## src/rtl/fes_pkg.sv

```systemverilog
package fes_pkg;
    typedef enum logic [2:0] {
        ST_IDLE  = 3'd0,
        ST_XFER  = 3'd1,
        ST_RPUSH = 3'd2,
        ST_XPOP  = 3'd3,
        ST_GAP   = 3'd4
    } fes_state_e;
endpackage

```

## src/rtl/fes_gap_timer.sv

```systemverilog
// Saturating up-counter measuring the quiet time between frames.
module fes_gap_timer #(
    parameter int GAP_W = 8
) (
    input  logic             clk,
    input  logic             rst_n,
    input  logic             clr,
    input  logic [GAP_W-1:0] limit,
    output logic             done
);
    localparam logic [GAP_W-1:0] CNT_MAX = '1;

    typedef struct packed {
        logic [GAP_W-1:0] cnt;
    } tmr_t;

    tmr_t tmr_d, tmr_q;

    always_comb begin
        tmr_d = tmr_q;
        if (clr) begin
            tmr_d.cnt = '0;
        end else if (tmr_q.cnt != CNT_MAX) begin
            tmr_d.cnt = tmr_q.cnt + 1'b1;
        end
    end

    always_ff @(posedge clk or negedge rst_n) begin
        if (!rst_n) begin
            tmr_q <= '0;
        end else begin
            tmr_q <= tmr_d;
        end
    end

    assign done = (tmr_q.cnt >= limit);
endmodule

```

## src/rtl/fes_shifter.sv

```systemverilog
// Frame shift register: sends data then check field MSB first, collects the return line.
module fes_shifter #(
    parameter int DATA_W = 8,
    parameter int CRC_W  = 4
) (
    input  logic              clk,
    input  logic              rst_n,
    input  logic              load,
    input  logic              shift,
    input  logic [DATA_W-1:0] tx_data,
    input  logic [CRC_W-1:0]  tx_crc,
    input  logic              sdi,
    output logic              sdo,
    output logic              last_bit,
    output logic [DATA_W-1:0] rx_word
);
    localparam int FRAME_W = DATA_W + CRC_W;
    localparam int CNT_W   = $clog2(FRAME_W + 1);
    localparam logic [CNT_W-1:0] LAST_IDX = CNT_W'(FRAME_W - 1);

    typedef struct packed {
        logic [FRAME_W-1:0] tx_sh;
        logic [FRAME_W-1:0] rx_sh;
        logic [CNT_W-1:0]   cnt;
    } sh_t;

    sh_t sh_d, sh_q;

    always_comb begin
        sh_d = sh_q;
        if (load) begin
            sh_d.tx_sh = {tx_data, tx_crc};
            sh_d.rx_sh = '0;
            sh_d.cnt   = '0;
        end else if (shift) begin
            sh_d.tx_sh = {sh_q.tx_sh[FRAME_W-2:0], 1'b0};
            sh_d.rx_sh = {sh_q.rx_sh[FRAME_W-2:0], sdi};
            sh_d.cnt   = sh_q.cnt + 1'b1;
        end
    end

    always_ff @(posedge clk or negedge rst_n) begin
        if (!rst_n) begin
            sh_q <= '0;
        end else begin
            sh_q <= sh_d;
        end
    end

    assign sdo      = sh_q.tx_sh[FRAME_W-1];
    assign last_bit = (sh_q.cnt == LAST_IDX);

    // The last CRC_W samples are the check field, which the external checker handles.
    generate
        if (CRC_W > 0) begin : g_with_crc
            assign rx_word = sh_q.rx_sh[FRAME_W-1 -: DATA_W];
        end else begin : g_no_crc
            assign rx_word = sh_q.rx_sh[DATA_W-1:0];
        end
    endgenerate
endmodule

```

## src/rtl/fes_ctrl.sv

```systemverilog
// Frame sequencing state machine and latched error flag.
module fes_ctrl
    import fes_pkg::*;
(
    input  logic clk,
    input  logic rst_n,
    input  logic enable,
    input  logic abort,
    input  logic tx_empty,
    input  logic bit_tick,
    input  logic last_bit,
    input  logic gap_done,
    input  logic crc_err_in,
    output logic load,
    output logic shift,
    output logic gap_clr,
    output logic frame_active,
    output logic rx_push,
    output logic tx_pop,
    output logic crc_err
);
    typedef struct packed {
        fes_state_e st;
        logic       crc_err;
    } ctl_t;

    ctl_t ctl_d, ctl_q;
    logic kill;

    assign kill = !enable || abort;

    always_comb begin
        ctl_d   = ctl_q;
        load    = 1'b0;
        shift   = 1'b0;
        gap_clr = 1'b0;
        unique case (ctl_q.st)
            ST_IDLE: begin
                if (!tx_empty) begin
                    ctl_d.st      = ST_XFER;
                    ctl_d.crc_err = 1'b0;
                    load          = 1'b1;
                end
            end
            ST_XFER: begin
                if (bit_tick) begin
                    shift = 1'b1;
                    if (last_bit) begin
                        ctl_d.st = ST_RPUSH;
                        gap_clr  = 1'b1;
                    end
                end
            end
            ST_RPUSH: begin
                ctl_d.crc_err = crc_err_in;
                ctl_d.st      = ST_XPOP;
            end
            ST_XPOP: begin
                ctl_d.st = ST_GAP;
            end
            ST_GAP: begin
                if (gap_done) begin
                    if (!tx_empty) begin
                        ctl_d.st      = ST_XFER;
                        ctl_d.crc_err = 1'b0;
                        load          = 1'b1;
                    end else begin
                        ctl_d.st = ST_IDLE;
                    end
                end
            end
            default: ctl_d.st = ST_IDLE;
        endcase
        if (kill) begin
            ctl_d.st = ST_IDLE;
            load     = 1'b0;
            shift    = 1'b0;
            gap_clr  = 1'b1;
        end
    end

    always_ff @(posedge clk or negedge rst_n) begin
        if (!rst_n) begin
            ctl_q <= '{st: ST_IDLE, crc_err: 1'b0};
        end else begin
            ctl_q <= ctl_d;
        end
    end

    assign frame_active = (ctl_q.st == ST_XFER);
    assign rx_push      = (ctl_q.st == ST_RPUSH);
    assign tx_pop       = (ctl_q.st == ST_XPOP);
    assign crc_err      = ctl_q.crc_err;
endmodule

```

## src/rtl/frame_end_seq.sv

```systemverilog
module frame_end_seq #(
    parameter int DATA_W = 8,
    parameter int CRC_W  = 4,
    parameter int GAP_W  = 8
) (
    input  logic              clk,
    input  logic              rst_n,
    input  logic              enable,
    input  logic              abort,
    input  logic              bit_tick,
    input  logic              tx_empty,
    input  logic [DATA_W-1:0] tx_data,
    input  logic [CRC_W-1:0]  tx_crc,
    input  logic              sdi,
    input  logic              crc_err_in,
    input  logic [GAP_W-1:0]  frame_gap,
    output logic              sdo,
    output logic              frame_active,
    output logic [DATA_W-1:0] rx_word,
    output logic              rx_push,
    output logic              tx_pop,
    output logic              crc_err
);
    logic load, shift, gap_clr, last_bit, gap_done;

    fes_ctrl u_ctrl (
        .clk          (clk),
        .rst_n        (rst_n),
        .enable       (enable),
        .abort        (abort),
        .tx_empty     (tx_empty),
        .bit_tick     (bit_tick),
        .last_bit     (last_bit),
        .gap_done     (gap_done),
        .crc_err_in   (crc_err_in),
        .load         (load),
        .shift        (shift),
        .gap_clr      (gap_clr),
        .frame_active (frame_active),
        .rx_push      (rx_push),
        .tx_pop       (tx_pop),
        .crc_err      (crc_err)
    );

    fes_shifter #(
        .DATA_W (DATA_W),
        .CRC_W  (CRC_W)
    ) u_shift (
        .clk      (clk),
        .rst_n    (rst_n),
        .load     (load),
        .shift    (shift),
        .tx_data  (tx_data),
        .tx_crc   (tx_crc),
        .sdi      (sdi),
        .sdo      (sdo),
        .last_bit (last_bit),
        .rx_word  (rx_word)
    );

    fes_gap_timer #(
        .GAP_W (GAP_W)
    ) u_gap (
        .clk   (clk),
        .rst_n (rst_n),
        .clr   (gap_clr),
        .limit (frame_gap),
        .done  (gap_done)
    );
endmodule

```

## config.mk

```make
export PLATFORM = sky130hd
export DESIGN_NAME = frame_end_seq
export DESIGN_NICKNAME = d
export VERILOG_FILES = /design/src/rtl/fes_pkg.sv /design/src/rtl/fes_gap_timer.sv /design/src/rtl/fes_shifter.sv /design/src/rtl/fes_ctrl.sv /design/src/rtl/frame_end_seq.sv
export SDC_FILE = /design/constraint.sdc
export NUM_CORES = 1
export LEC_CHECK = 0
export BUFFER_PORTS_ARGS = -buffer_cell sky130_fd_sc_hd__buf_2
export CAP_MARGIN = 10
export CORE_ASPECT_RATIO = 1.5
export CORE_MARGIN = 3
export CORE_UTILIZATION = 40
export CTS_CLUSTER_DIAMETER = 100
export CTS_CLUSTER_SIZE = 16
export DETAILED_ROUTE_END_ITERATION = 12
export MAX_ROUTING_LAYER = met4
export PLACE_DENSITY_LB_ADDON = 0.1
export SLEW_MARGIN = 10
export SYNTH_ARGS = -nofsm -noshare
export SYNTH_HDL_FRONTEND = slang
export SYNTH_HIERARCHICAL = 1
export SYNTH_SLANG_ARGS = --single-unit
```

## constraint.sdc

```tcl
create_clock -name clk -period 5.9 [get_ports clk]
set_clock_uncertainty 0.15 [all_clocks]
set_input_delay 0.59 -clock clk [delete_from_list [all_inputs] [get_ports clk]]
set_output_delay 0.59 -clock clk [all_outputs]
set_load 0.03 [all_outputs]
```

==> impl_metrics.tcl <==
set metrics [dict create \
    synth_commonest_cells "40 x dfrtp_1, 25 x mux2i_1, 21 x nor2_1" \
    wl_met1_mm 1.65 \
    syn-cell-area_mm2 0.00217 \
    cellLeakagePower_nw 1.18 \
    die-area_mm2 0.00637 \
    pin_count 41 \
    clock_latency_ps 280 \
    numCtsBuffers 5 \
    final_layout_size_suffix_gt1_share_pct 23.3 \
    status "finished clean" \
    dr.pass1.iters 4 \
    postCtsHoldBufs 0 \
    rows 32 \
    ys_seq_area_share_pct 46.1 \
    cts_tree "built" \
    crit_fanout 41 \
    globalRouteOverflowTotal 0 \
    clockRootBuffer "clkbuf_8" \
    design.core.area_mm2 0.00520 \
    drv_slew 0 \
    setup_viol 0 \
    critPathMaxStageDelay_ps 450 \
    drc 0 \
    via_count 1553 \
    cp.depth 11 \
    clk_transition_reported_paths_ps 70 \
    first_global_vias 1656 \
    r2r_slack_ps 3130 \
    synth.top_cell.area_share_pct 46.1 \
    syn_avg_cell_area_um2 10.3 \
    finalSetupTns_ps 0 \
    synthArstFlopShare_pct 100 \
    cp_slowest_cell "dfrtp_1" \
    end_kind "flop" \
    synth_edf_count 0 \
    grt_usage_pct 14.4 \
    grt_pass1_wl_mm 6.92 \
    dpl-instance-area_mm2 0.00233 \
    required_ps 5920 \
    p_total_mw 0.536 \
    critPathTopFamily "compound AO/OA/AOI/OAI gates" \
    first_iter_violations 54 \
    cts_setup_buffers 0 \
    antenna_left 0 \
    syn_nets 248 \
    wl_met3_um 133 \
    yosysMostFrequentCell "dfrtp_1" \
    fp.dieW_um 66.2 \
    h-tree-depth 2 \
    vias_per_cell 5.04 \
    grt_max_degree 42 \
    nNetsFinal 278 \
    crit_type "flop to flop" \
    synthToLayoutAreaGrowth_pct 11.0 \
    portBuffers 40 \
    final_area_mm2 0.00241 \
    ys_types 44 \
    clockBufferDepth 2 \
    wire_per_inst_um 13.1 \
    route.met2.wl_mm 2.24 \
    fmax_mhz 362 \
    die_h_um 96.2 \
    dr.max_layer_used "met4" \
    ir_drop_mv 0.152 \
    hold_viol_final 0 \
    rsz0062_at_grt "no" \
    yosys-top-cells-area "dfrtp_1 46%, mux2i_1 12%, ha_1 5.8%, nor2_1 3.6%, buf_4 3.1%" \
    crit_buf_inv 2 \
    maxCapViolCount 0 \
    synth_warnings 6 \
    startpoint_type "flop" \
    crit-reg2reg-capture "u_shift/sh_q[3]" \
    worstPathArrival_ps 2790 \
    dp_hpwl_mm 2.87 \
    postCtsResizedCells 0 \
    cts_sinks 40 \
    cp_cell_sequence "inv_1, ha_1, nand2b_1, a211oi_1, o21ai_0, a41o_1, nor2b_1, nor3_2, buf_4, nor2_1, mux2_1" \
    reg2reg_depth 11 \
    relSlewSlack_pct 41.0 \
    n_antenna_cell 0 \
    antenna_found_initial 0 \
    ys_seq_elements 40 \
    yosys.area.top_type "dfrtp_1" \
    fin_crit_ps 2770 \
    wl_mm 4.05 \
    postSynthCellCount 210 \
    power.density_mw_per_mm2 223 \
    initial_utilization_pct 41.7 \
    r2r_start "u_gap/tmr_q[0]" \
    worst_slew_pin_slew_ps 885 \
    ys.flop_type "dfrtp_1" \
    gp_congestion 0.755 \
    min-delay-path-class "primary input to asynchronous set/reset pin" \
    finalCritPeriodShare_pct 46.9 \
]
## final cells by class
| type | count | area [um2] |
|---|---|---|
| Clock buffer | 6 | 72.6 |
| Clock inverter | 1 | 5.00 |
| Fill cell | 507 | 2800 |
| Inverter | 10 | 37.5 |
| Multi-Input combinational cell | 141 | 992 |
| Sequential cell | 40 | 1000 |
| Tap cell | 68 | 85.1 |
| Timing Repair Buffer | 42 | 215 |
## worst max path at each step
stage	startpoint	to	slack, ps
after floorplan	frame_gap[0]	u_shift/sh_q[3]	3300
after global placement	frame_gap[0]	u_shift/sh_q[3]	2940
after detailed placement	frame_gap[0]	u_shift/sh_q[3]	2890
after CTS	u_gap/tmr_q[0]	u_shift/sh_q[3]	3040
after global routing	u_gap/tmr_q[0]	u_shift/sh_q[3]	2850
final	u_gap/tmr_q[0]	u_shift/sh_q[3]	3130
## registers in the layout, summed over array words and instances, names as in the netlist
name,flops
u_shift/sh_q,19
u_gap/tmr_q,8
u_shift/rx_word,8
u_ctrl/ctl_q,3
u_ctrl/crc_err,1
u_shift/sdo,1
## cells by family after synthesis
group,after synthesis,share of synthesized area (%)
compound gates,37,10.7
xor+xnor,4,1.61
fa+ha+maj,10,5.76
flops,40,46.1
buf+inv,29,8.41
mux,26,12.0
simple gates,64,15.3
## report_power, final
part | leakage, nW | internal (mW) | switching [mW] | total, mW
Clock | 0.0410 | 0.0805 | 0.0910 | 0.172
Combinational | 0.604 | 0.0264 | 0.0326 | 0.0590
Sequential | 0.539 | 0.294 | 0.0120 | 0.306
Total | 1.18 | 0.401 | 0.136 | 0.536
## placed cells by master (no fill, tap or decap), drive strengths merged, types with 2 or more instances in the layout
cell	n
buf	42
dfrtp	40
mux2i	25
nor2	21
o21ai	15
nand2	14
ha	10
inv	10
a21oi	6
clkbuf	6
nor3	6
nand3	4
nand2b	4
a211oi	3
a31oi	3
nand4	3
nor2b	2
a21o	2
and3	2
xor2	2
and4	2
xnor2	2
## through the flow
stage	utilization, %	hold slack, ps	cells	setup slack [ps]
3_5_place_dp	44.8	339	301	2890
2_1_floorplan	-	144	210	3300
6_report	46.3	277	308	3130
3_3_place_gp	44.8	337	301	2940
4_1_cts	46.3	320	308	3040
5_1_grt	46.3	342	308	2850
## per-layer routing
metal | up-vias | track usage (%)
met3 | 2 | 3.15
li1 | 785 | -
met1 | 745 | 14.4
met2 | 21 | 27.0
met4 | 0 | 4.58
met5 | - | -
Note: power is estimated with default switching activity, not from simulation.
